===== config.mk =====
export PLATFORM = sky130hd
export DESIGN_NAME = cmd_rsp_seq
export DESIGN_NICKNAME = d
export VERILOG_FILES = /design/src/rtl/cmdseq_pkg.sv /design/src/rtl/cmdseq_buf.sv /design/src/rtl/cmdseq_regif.sv /design/src/rtl/cmdseq_ctrl.sv /design/src/rtl/cmd_rsp_seq.sv
export SDC_FILE = /design/constraint.sdc
export NUM_CORES = 1
export LEC_CHECK = 0
export ABC_AREA = 1
export BUFFER_PORTS_ARGS = -buffer_cell sky130_fd_sc_hd__buf_4
export CAP_MARGIN = 20
export CELL_PAD_IN_SITES_DETAIL_PLACEMENT = 1
export CELL_PAD_IN_SITES_GLOBAL_PLACEMENT = 2
export CORE_MARGIN = 8
export CORE_UTILIZATION = 31
export DETAILED_ROUTE_END_ITERATION = 12
export PLACE_DENSITY = 0.67
export SKIP_CTS_REPAIR_TIMING = 1
export SLEW_MARGIN = 40
export SYNTH_ARGS = -nofsm -noshare
export SYNTH_HDL_FRONTEND = slang
export SYNTH_SLANG_ARGS = --single-unit

===== constraint.sdc =====
create_clock -name clk -period 5.2 [get_ports clk]
set_input_delay 1.3 -clock clk [delete_from_list [all_inputs] [get_ports clk]]
set_output_delay 1.3 -clock clk [all_outputs]
set_load 0.01 [all_outputs]

===== src/rtl/cmdseq_pkg.sv =====
package cmdseq_pkg;
  localparam int ADDR_W   = 12;
  localparam int HDR_LEN  = 10;
  localparam logic [ADDR_W-1:0] STS_OFS  = 12'h018;
  localparam logic [ADDR_W-1:0] FIFO_OFS = 12'h024;

  typedef enum logic [1:0] {
    ST_READY = 2'd0,
    ST_RECV  = 2'd1,
    ST_EXEC  = 2'd2,
    ST_DONE  = 2'd3
  } seq_state_e;
endpackage


===== src/rtl/cmdseq_buf.sv =====
module cmdseq_buf #(
  parameter int DEPTH = 64,
  parameter int AW    = $clog2(DEPTH)
) (
  input  logic          clk,
  input  logic          we,
  input  logic [AW-1:0] waddr,
  input  logic [7:0]    wdata,
  input  logic [AW-1:0] raddr,
  output logic [7:0]    rdata
);
  logic [7:0] mem [DEPTH];

  always_ff @(posedge clk) begin
    if (we) begin
      mem[waddr] <= wdata;
    end
  end

  assign rdata = mem[raddr];
endmodule


===== src/rtl/cmdseq_regif.sv =====
module cmdseq_regif
  import cmdseq_pkg::*;
(
  input  logic              reg_wr,
  input  logic              reg_rd,
  input  logic [ADDR_W-1:0] reg_addr,
  input  logic              wbit_abort,
  input  logic              wbit_go,
  input  logic              flag_ready,
  input  logic              flag_avail,
  input  logic              flag_expect,
  input  logic [15:0]       burst,
  input  logic [7:0]        fifo_data,
  output logic              fifo_wr,
  output logic              fifo_rd,
  output logic              abort_req,
  output logic              go_req,
  output logic [7:0]        rdata
);
  logic sts_hit, fifo_hit;

  assign sts_hit   = (reg_addr == STS_OFS);
  assign fifo_hit  = (reg_addr == FIFO_OFS);
  assign fifo_wr   = reg_wr && fifo_hit;
  assign fifo_rd   = reg_rd && fifo_hit;
  assign abort_req = reg_wr && sts_hit && wbit_abort;
  assign go_req    = reg_wr && sts_hit && wbit_go && !wbit_abort;

  always_comb begin
    rdata = 8'h00;
    if (sts_hit) begin
      rdata = {1'b1, flag_ready, 1'b0, flag_avail, flag_expect, 3'b000};
    end else if (reg_addr == STS_OFS + 12'd1) begin
      rdata = burst[7:0];
    end else if (reg_addr == STS_OFS + 12'd2) begin
      rdata = burst[15:8];
    end else if (fifo_hit) begin
      rdata = flag_avail ? fifo_data : 8'hFF;
    end
  end
endmodule


===== src/rtl/cmdseq_ctrl.sv =====
module cmdseq_ctrl
  import cmdseq_pkg::*;
#(
  parameter int DEPTH = 64,
  parameter int CNT_W = $clog2(DEPTH + 1)
) (
  input  logic             clk,
  input  logic             rst_n,
  input  logic             fifo_wr,
  input  logic             fifo_rd,
  input  logic             abort_req,
  input  logic             go_req,
  input  logic [7:0]       fifo_wdata,
  input  logic             rsp_valid,
  input  logic             rsp_done,
  output logic             cmd_we,
  output logic [CNT_W-1:0] cmd_cnt,
  output logic             rsp_we,
  output logic [CNT_W-1:0] rsp_cnt,
  output logic [CNT_W-1:0] rd_ptr,
  output logic             flag_ready,
  output logic             flag_expect,
  output logic             flag_avail,
  output logic [15:0]      burst,
  output logic             start_pulse,
  output logic             abort_pulse
);
  localparam logic [CNT_W-1:0] DEPTH_C = CNT_W'(DEPTH);
  localparam logic [CNT_W-1:0] HDR_C   = CNT_W'(HDR_LEN);

  seq_state_e       state_q, state_d;
  logic [CNT_W-1:0] cmd_cnt_d, rsp_cnt_d, rd_ptr_d;
  logic [31:0]      decl_len_q, decl_len_d;
  logic [CNT_W-1:0] target_len;
  logic             go_accept, rsp_pop;
  logic             cnt_en, len_en, rsp_en, rd_en, st_en;

  // Target byte count: declared length clamped to [HDR_LEN, DEPTH]
  always_comb begin
    if (decl_len_q > 32'(DEPTH))        target_len = DEPTH_C;
    else if (decl_len_q < 32'(HDR_LEN)) target_len = HDR_C;
    else                                target_len = decl_len_q[CNT_W-1:0];
  end

  assign flag_ready  = (state_q == ST_READY);
  assign flag_expect = (state_q == ST_RECV) &&
                       ((cmd_cnt < HDR_C) || (cmd_cnt < target_len));
  assign flag_avail  = (state_q == ST_DONE) && (rd_ptr < rsp_cnt);

  assign cmd_we    = fifo_wr && ((state_q == ST_READY) || flag_expect);
  assign go_accept = go_req && (state_q == ST_RECV) && !flag_expect;
  assign rsp_we    = rsp_valid && (state_q == ST_EXEC) && (rsp_cnt < DEPTH_C);
  assign rsp_pop   = fifo_rd && flag_avail;

  always_comb begin
    case (state_q)
      ST_READY, ST_RECV: burst = 16'(DEPTH_C - cmd_cnt);
      ST_DONE:           burst = 16'(rsp_cnt - rd_ptr);
      default:           burst = 16'd0;
    endcase
  end

  // Next-state logic
  always_comb begin
    state_d = state_q;
    if (abort_req) begin
      state_d = ST_READY;
    end else begin
      case (state_q)
        ST_READY: if (cmd_we)    state_d = ST_RECV;
        ST_RECV:  if (go_accept) state_d = ST_EXEC;
        ST_EXEC:  if (rsp_done)  state_d = ST_DONE;
        default:  state_d = state_q;
      endcase
    end
  end

  always_comb begin
    cmd_cnt_d  = abort_req ? '0 : cmd_cnt + 1'b1;
    decl_len_d = abort_req ? '0 : {decl_len_q[23:0], fifo_wdata};
    rsp_cnt_d  = (abort_req || go_accept) ? '0 : rsp_cnt + 1'b1;
    rd_ptr_d   = (abort_req || go_accept) ? '0 : rd_ptr + 1'b1;
  end

  // Clock enables
  assign st_en  = (state_d != state_q);
  assign cnt_en = abort_req || cmd_we;
  assign len_en = abort_req ||
                  (cmd_we && (cmd_cnt >= CNT_W'(2)) && (cmd_cnt <= CNT_W'(5)));
  assign rsp_en = abort_req || go_accept || rsp_we;
  assign rd_en  = abort_req || go_accept || rsp_pop;

  always_ff @(posedge clk or negedge rst_n) begin
    if (!rst_n) begin
      state_q     <= ST_READY;
      cmd_cnt     <= '0;
      decl_len_q  <= '0;
      rsp_cnt     <= '0;
      rd_ptr      <= '0;
      start_pulse <= 1'b0;
      abort_pulse <= 1'b0;
    end else begin
      if (st_en)  state_q    <= state_d;
      if (cnt_en) cmd_cnt    <= cmd_cnt_d;
      if (len_en) decl_len_q <= decl_len_d;
      if (rsp_en) rsp_cnt    <= rsp_cnt_d;
      if (rd_en)  rd_ptr     <= rd_ptr_d;
      start_pulse <= go_accept;
      abort_pulse <= abort_req;
    end
  end

  p_flags_excl_r2: assert property (@(posedge clk) disable iff (!rst_n)
    !(flag_expect && flag_avail));
  p_cnt_bound_r4: assert property (@(posedge clk) disable iff (!rst_n)
    (cmd_cnt <= DEPTH_C) && (rsp_cnt <= DEPTH_C));
  p_go_exec_r6: assert property (@(posedge clk) disable iff (!rst_n)
    go_accept |=> (state_q == ST_EXEC) && start_pulse);
  p_go_ignored_r7: assert property (@(posedge clk) disable iff (!rst_n)
    (go_req && flag_expect) |=> (state_q == ST_RECV) && !start_pulse);
  p_last_read_r9: assert property (@(posedge clk) disable iff (!rst_n)
    (rsp_pop && (rd_ptr + 1'b1 == rsp_cnt)) |=> !flag_avail);
  p_abort_ready_r10: assert property (@(posedge clk) disable iff (!rst_n)
    abort_req |=> (state_q == ST_READY) && (cmd_cnt == '0) && (rsp_cnt == '0) && abort_pulse);
  p_drop_late_r11: assert property (@(posedge clk) disable iff (!rst_n)
    (fifo_wr && ((state_q == ST_EXEC) || (state_q == ST_DONE))) |=> $stable(cmd_cnt));
endmodule


===== src/rtl/cmd_rsp_seq.sv =====
module cmd_rsp_seq
  import cmdseq_pkg::*;
#(
  parameter int DEPTH = 64,
  parameter int AW    = $clog2(DEPTH),
  parameter int CNT_W = $clog2(DEPTH + 1)
) (
  input  logic              clk,
  input  logic              rst_n,
  input  logic              reg_wr,
  input  logic              reg_rd,
  input  logic [ADDR_W-1:0] reg_addr,
  input  logic [7:0]        reg_wdata,
  output logic [7:0]        reg_rdata,
  output logic              be_start,
  output logic              be_abort,
  output logic [CNT_W-1:0]  be_cmd_len,
  input  logic [AW-1:0]     be_cmd_idx,
  output logic [7:0]        be_cmd_byte,
  input  logic              be_rsp_valid,
  input  logic [7:0]        be_rsp_data,
  input  logic              be_rsp_done
);
  logic [1:0]       rst_sync_q;
  logic             rst_int_n;
  logic             fifo_wr, fifo_rd, abort_req, go_req;
  logic             cmd_we, rsp_we;
  logic [CNT_W-1:0] cmd_cnt, rsp_cnt, rd_ptr;
  logic             flag_ready, flag_expect, flag_avail;
  logic [15:0]      burst;
  logic [7:0]       rsp_rdata;

  // Asynchronous assert, synchronous release
  always_ff @(posedge clk or negedge rst_n) begin
    if (!rst_n) rst_sync_q <= 2'b00;
    else        rst_sync_q <= {rst_sync_q[0], 1'b1};
  end
  assign rst_int_n = rst_sync_q[1];

  cmdseq_regif u_regif (
    .reg_wr      (reg_wr),
    .reg_rd      (reg_rd),
    .reg_addr    (reg_addr),
    .wbit_abort  (reg_wdata[6]),
    .wbit_go     (reg_wdata[5]),
    .flag_ready  (flag_ready),
    .flag_avail  (flag_avail),
    .flag_expect (flag_expect),
    .burst       (burst),
    .fifo_data   (rsp_rdata),
    .fifo_wr     (fifo_wr),
    .fifo_rd     (fifo_rd),
    .abort_req   (abort_req),
    .go_req      (go_req),
    .rdata       (reg_rdata)
  );

  cmdseq_ctrl #(.DEPTH(DEPTH), .CNT_W(CNT_W)) u_ctrl (
    .clk         (clk),
    .rst_n       (rst_int_n),
    .fifo_wr     (fifo_wr),
    .fifo_rd     (fifo_rd),
    .abort_req   (abort_req),
    .go_req      (go_req),
    .fifo_wdata  (reg_wdata),
    .rsp_valid   (be_rsp_valid),
    .rsp_done    (be_rsp_done),
    .cmd_we      (cmd_we),
    .cmd_cnt     (cmd_cnt),
    .rsp_we      (rsp_we),
    .rsp_cnt     (rsp_cnt),
    .rd_ptr      (rd_ptr),
    .flag_ready  (flag_ready),
    .flag_expect (flag_expect),
    .flag_avail  (flag_avail),
    .burst       (burst),
    .start_pulse (be_start),
    .abort_pulse (be_abort)
  );

  cmdseq_buf #(.DEPTH(DEPTH), .AW(AW)) u_cmd_buf (
    .clk   (clk),
    .we    (cmd_we),
    .waddr (cmd_cnt[AW-1:0]),
    .wdata (reg_wdata),
    .raddr (be_cmd_idx),
    .rdata (be_cmd_byte)
  );

  cmdseq_buf #(.DEPTH(DEPTH), .AW(AW)) u_rsp_buf (
    .clk   (clk),
    .we    (rsp_we),
    .waddr (rsp_cnt[AW-1:0]),
    .wdata (be_rsp_data),
    .raddr (rd_ptr[AW-1:0]),
    .rdata (rsp_rdata)
  );

  assign be_cmd_len = cmd_cnt;
endmodule


==> Yosys cells after proc, flatten, opt, wreduce, memory -nomap -nowiden <==
Memories as Yosys holds them, arrays and structs flattened.
Cells that the tools add are included.
{ "op_classes": {"n_lt_le_gt_ge": 8, "add_sub_neg": 5, "reduce_logical": 27, "n_eq_ne": 8, "n_mux": 21} }
{ "op_table": {"columns": ["cell", "count"], "rows": [
  ["8-bit two-way mux", 5],
  ["12-bit by 5-bit equality test with 1-bit output (second input constant)", 3],
  ["7-bit two-way mux", 5],
  ["32-bit by 7-bit > comparator with 1-bit output (second input constant)", 1],
  ["32-bit by 4-bit < comparator with 1-bit output (second input constant)", 1],
  ["32-bit two-way mux", 1],
  ["16-bit case mux with 2 select lines", 1],
  ["7-bit by 1-bit adder with 7-bit output (second input constant)", 3],
  ["1-bit logical AND", 16],
  ["7-bit < comparator", 2],
  ["12-bit by 6-bit equality test with 1-bit output (second input constant)", 1],
  ["2-bit two-way mux", 4],
  ["7-bit by 7-bit subtractor with 8-bit output", 1],
  ["7-bit by 7-bit subtractor with 8-bit output (first input constant)", 1],
  ["7-bit by 2-bit >= comparator with 1-bit output (second input constant)", 1],
  ["7-bit by 3-bit <= comparator with 1-bit output (second input constant)", 1],
  ["1-bit logical OR", 7],
  ["7-bit by 4-bit < comparator with 1-bit output (second input constant)", 1],
  ["7-bit < comparator (second input constant)", 1],
  ["2-bit case mux with 3 select lines", 1],
  ["2-bit equality test (second input constant)", 2],
  ["1-bit two-way mux", 4],
  ["2-bit by 1-bit equality test with 1-bit output (second input constant)", 1],
  ["1-bit logical NOT", 2],
  ["other kinds (3)", 3]
]} }
{ "totals": {"mem_count": 2, "elab_cells": 79, "input_bits": 40, "reg_bits": 59, "mem_bits_rw": 1024} }
{ "memory_table": {"columns": ["memory", "depth", "word_bits", "rd", "rd_clocked_by_memory_dff", "wr", "line", "rtl"], "rows": [
  ["u_cmd_buf.mem", 64, 8, 1, 0, 1, "cmdseq_buf.sv:12", "logic [7:0] mem [DEPTH];"],
  ["u_rsp_buf.mem", 64, 8, 1, 0, 1, "cmdseq_buf.sv:12", null]
]} }

==> Longest topological paths before layout <==
{ "depth": {"word_depth": 12, "mapped_depth": 23, "depth_no_buf": 22} }

==> Modules after synthesis <==
A second synthesis with hierarchy kept.
{ "hier_totals": {"hier_cells": 4157, "hier_area_um2": 46568.4} }
{ "modules_own_cells": {"columns": ["module", "instances", "cells_per_inst", "area_each_um2", "seq_area_each_um2"], "rows": [
  ["cmdseq_buf", 2, 1797, 21179.1, 15374.7],
  ["cmdseq_ctrl", 1, 455, 3609.7, 1426.4],
  ["cmdseq_regif", 1, 105, 546.8, 0.0],
  ["cmd_rsp_seq", 1, 3, 53.8, 50.0]
]} }

==> Least setup slack after synthesis <==
OpenSTA, ideal clock, no wires.
{ "synth_path": {"kind": "input to output", "start": "input be_cmd_idx[0]", "end": "output be_cmd_byte[3]", "n_path_buf": 3, "arrival_time_ns": 2.740, "path_slack_ns": 1.160, "path_stages": 10, "cell_sequence": "inv_1 buf_2 buf_2 clkbuf_1 nor2_1 o22ai_1 nor2_1 o311ai_0 o211ai_1 nand2_1"} }
{ "synth_via": {"elab_chain_len": 1} }
{ "synth_lines": {"columns": ["item", "line", "rtl"], "rows": [
  ["start: declaration", "cmd_rsp_seq.sv:18", "input logic [AW-1:0] be_cmd_idx,"],
  ["memory 64 x 8 bit", null, null],
  ["end: declaration", "cmd_rsp_seq.sv:19", "output logic [7:0] be_cmd_byte,"]
]} }
Every way passes these cells.

==> Final worst setup path <==
Same ends and word-level chain as after synthesis.

==> impl_metrics.ini <==
[grt]
grt_use_total_pct = 16.6
grt_pass1_wl_mm = 200
grt.overflow.total = 0
antenna_found_initial = 2
grt_start_max_net_pins = 101
grt_pass1_vias = 30300

[detailed_routing]
drt-initial-drc-count = 1896
drt_wl_total_mm = 134
ant_nets = 0
routed-via-count = 29400
routedWlPerCell_um = 23.1
routed_via_density = 5.08
drc = 0
first_pass_iters = 6

[sta]
setup-tns-final_ns = 0
slew_viol_final = 0
finalHoldViolCount = 0
max_freq_mhz = 198
worstMarginPinSlew_ns = 0.913
setup_violations = 0
fin_worst_skew_ns = 0.0933
fin_crit_ns = 5.05
rsz0062_at_grt = no
fin_crit_sh_pct = 97.1
finalWorstSetupSlack_ns = 0.151
max_slew_margin_pct = 38.4

[pwr]
clkPwrFrac_pct = 43.9
pwr-share-comb_pct = 3.9
swShare_pct = 22.2
power_mw = 18.3
p_leak_nw = 17.2
ir_worst_vdd_uv = 311
intPower_mw = 14.2
p_sw_mw = 4.06
seqPwrFrac_pct = 52.2
p_per_area_mw_per_mm2 = 355

[die]
start_util_pct = 31.1
die_w_um = 394
io-pin-count = 65
core-area_mm2 = 0.143
die_height_um = 394
rows = 139
dieArea_mm2 = 0.156

[synth]
ys_seq_elements = 1083
synth.distinct_cells = 44
synth_edf_count = 1024
synth_area_mm2 = 0.0444
ys_seq_area_share_pct = 72.6
synth_area_leaders = edfxtp_1, nor2_1, o21ai_0, dfrtp_1, o22ai_1
ys.flop_type = edfxtp_1
syn-num-nets = 3750
ys_top_cells_by_count = edfxtp_1, nor2_1, o21ai_0
netlist.area_leader.share_pct = 69.2
synth_most_common_cell = edfxtp_1
netlist_instances = 3691
ys_async_sr_fraction_pct = 5.45
yosys.area.top_type = edfxtp_1
synth_area_per_cell_um2 = 12.0
yosys_warnings = 0

[place]
post-place-ws_ns = 0.236
gp_congestion = 0.761
portBuffers = 64
hpwl_mm = 80.9

[clock_network]
clkTransAtPathRegs_ns = 0.06
cts_sinks = 1083
htree_levels = 3
clock_path_buffers = 3
cts_tree = yes
root_buffer = clkbuf_16
cts_buffers = 117
clk_latency_ns = 0.76

[setup_path]
crit_top_cell = buf_4
crit_path_start_kind = input port
endpoint_kind = primary output
r2r-start = u_ctrl.decl_len_q[28]$_DFFE_PN0P_
ff2ff_setup_slack_ns = 1.15
critical_path_arrival_ns = 3.75
required_ns = 3.90
worst_path_max_delay_cell = o311ai_0
criticalPathCategory = in -> out
worst-path-max-fanout = 25
reg2reg_depth = 20
slowest_delay_ns = 0.79
timing.rr.end = u_cmd_buf.mem[11][3]$_DFFE_PP_
crit_chain = buf_6 -> buf_4 -> o21ai_0 -> o22ai_1 -> nor2_1 -> o311ai_0 -> o211ai_1 -> nand2_1 -> buf_4

[final_layout]
area_growth_pct = 16.2
multi_input_area_mm2 = 0.0109
antenna_cells = 0
drive_gt1_share_pct = 11.4
fill_cells = 15400
seq_area_mm2 = 0.0322
nets = 3856

[status]
status = finished clean

[run]
max-cap-violations = 0

[worst_hold_path]
hp-class = reg -> async
## logic make-up after synthesis
| group | after synthesis | share of synthesized area, % |
|---|---|---|
| other | 1 | 0.00844 |
| and+or+nand+nor | 1279 | 11.6 |
| buffers and inverters | 349 | 3.07 |
| DFF | 1083 | 72.6 |
| AOI/OAI and AO/OA | 955 | 12.1 |
| adders and majority gates | 19 | 0.552 |
| xor gates and xnor gates | 5 | 0.0986 |
## worst max-delay path by stage
| stage | startpoint | slack (ns) | cells past startpoint | endpoint |
|---|---|---|---|---|
| floorplan | be_cmd_idx[0] | 1.16 | 10 | be_cmd_byte[3] |
| detailed placement | be_cmd_idx[1] | 0.24 | 10 | be_cmd_byte[2] |
| global placement | be_cmd_idx[1] | 0.23 | 10 | be_cmd_byte[2] |
| global route | u_ctrl.rd_ptr[0]$_DFFE_PN0P_ | 0.04 | 14 | reg_rdata[6] |
| CTS | u_ctrl.rd_ptr[0]$_DFFE_PN0P_ | 0.02 | 12 | reg_rdata[2] |
| finish | be_cmd_idx[0] | 0.15 | 9 | be_cmd_byte[3] |
## area by class of cell
cell class | count | share of cell area [%]
multi-input combinational | 2259 | 21.2
inverter | 122 | 0.926
timing repair buffer | 214 | 3.67
tap | 1903 | 4.61
clock inverter | 69 | 1.25
sequential | 1083 | 62.5
clock buffer | 145 | 5.90
## cells in the final DEF (no fill, tap or decap), drive strengths merged
cell type,Yosys,layout
or2,1,1
nor2,837,837
o311ai,4,4
o221ai,45,45
nor3,17,17
fa,1,1
buf,33,214
dfrtp,59,59
inv,118,119
clkbuf,194,145
clkinvlp,0,4
a211oi,4,4
ha,18,18
nor4,2,2
o32ai,5,5
o21ai,597,597
o22ai,207,207
and3,1,1
conb,1,1
a21o,1,1
bufinv,0,7
edfxtp,1024,1024
a21oi,37,37
nand2,278,278
a31oi,3,3
o21bai,4,4
nand3,114,114
xnor2,2,2
xor2,3,3
clkinv,4,61
nand3b,2,2
o211ai,47,47
a22o,1,1
nand4,27,27
## critical path, delay by kind of cell
| kind | cells | cell delay (ns) |
|---|---|---|
| compound gates | 4 | 1.50 |
| buf+inv | 3 | 0.68 |
| simple gates | 2 | 0.24 |
## flip-flops by register name (all words and copies together) (netlist names)
register            count
u_ctrl.rsp_cnt          7
u_rsp_buf.mem         512
u_ctrl.start_pulse      1
u_ctrl.abort_pulse      1
u_ctrl.decl_len_q      32
u_cmd_buf.mem         512
u_ctrl.cmd_cnt          7
u_ctrl.rd_ptr           7
rst_sync_q              2
u_ctrl.state_q          2
## per-layer routing
metal  wire (um)  up-vias  GRT usage [%]
li1            -    13700              -
met1       62200    15100           23.2
met2       63600      516           27.5
met3        5160      153           2.25
met4        2790        0           4.16
met5           0        -              0
## power groups by stage
stage / Sequential [mW] / Clock, mW / Combinational, mW
6_report: 9.55 / 8.03 / 0.718
5_1_grt: 9.55 / 8.51 / 0.781
4_1_cts: 9.55 / 8.21 / 0.725
3_5_place_dp: 9.73 / 0 / 0.723
3_3_place_gp: 9.73 / 0 / 0.713
2_1_floorplan: 9.74 / 0 / 0.306
## through the flow
stage                     instances  area, um^2  utilization, %  hold WS [ns]
after global routing           5795       51600            36.1         0.302
after floorplan                3691       44400               -         0.331
final                          5795       51600            36.1         0.339
after detailed placement       5579       47800            33.4         0.350
after CTS                      5793       51500            36.0         0.269
after global placement         5579       47700            33.4         0.336
No activity file was read; power rests on OpenSTA's default activity.
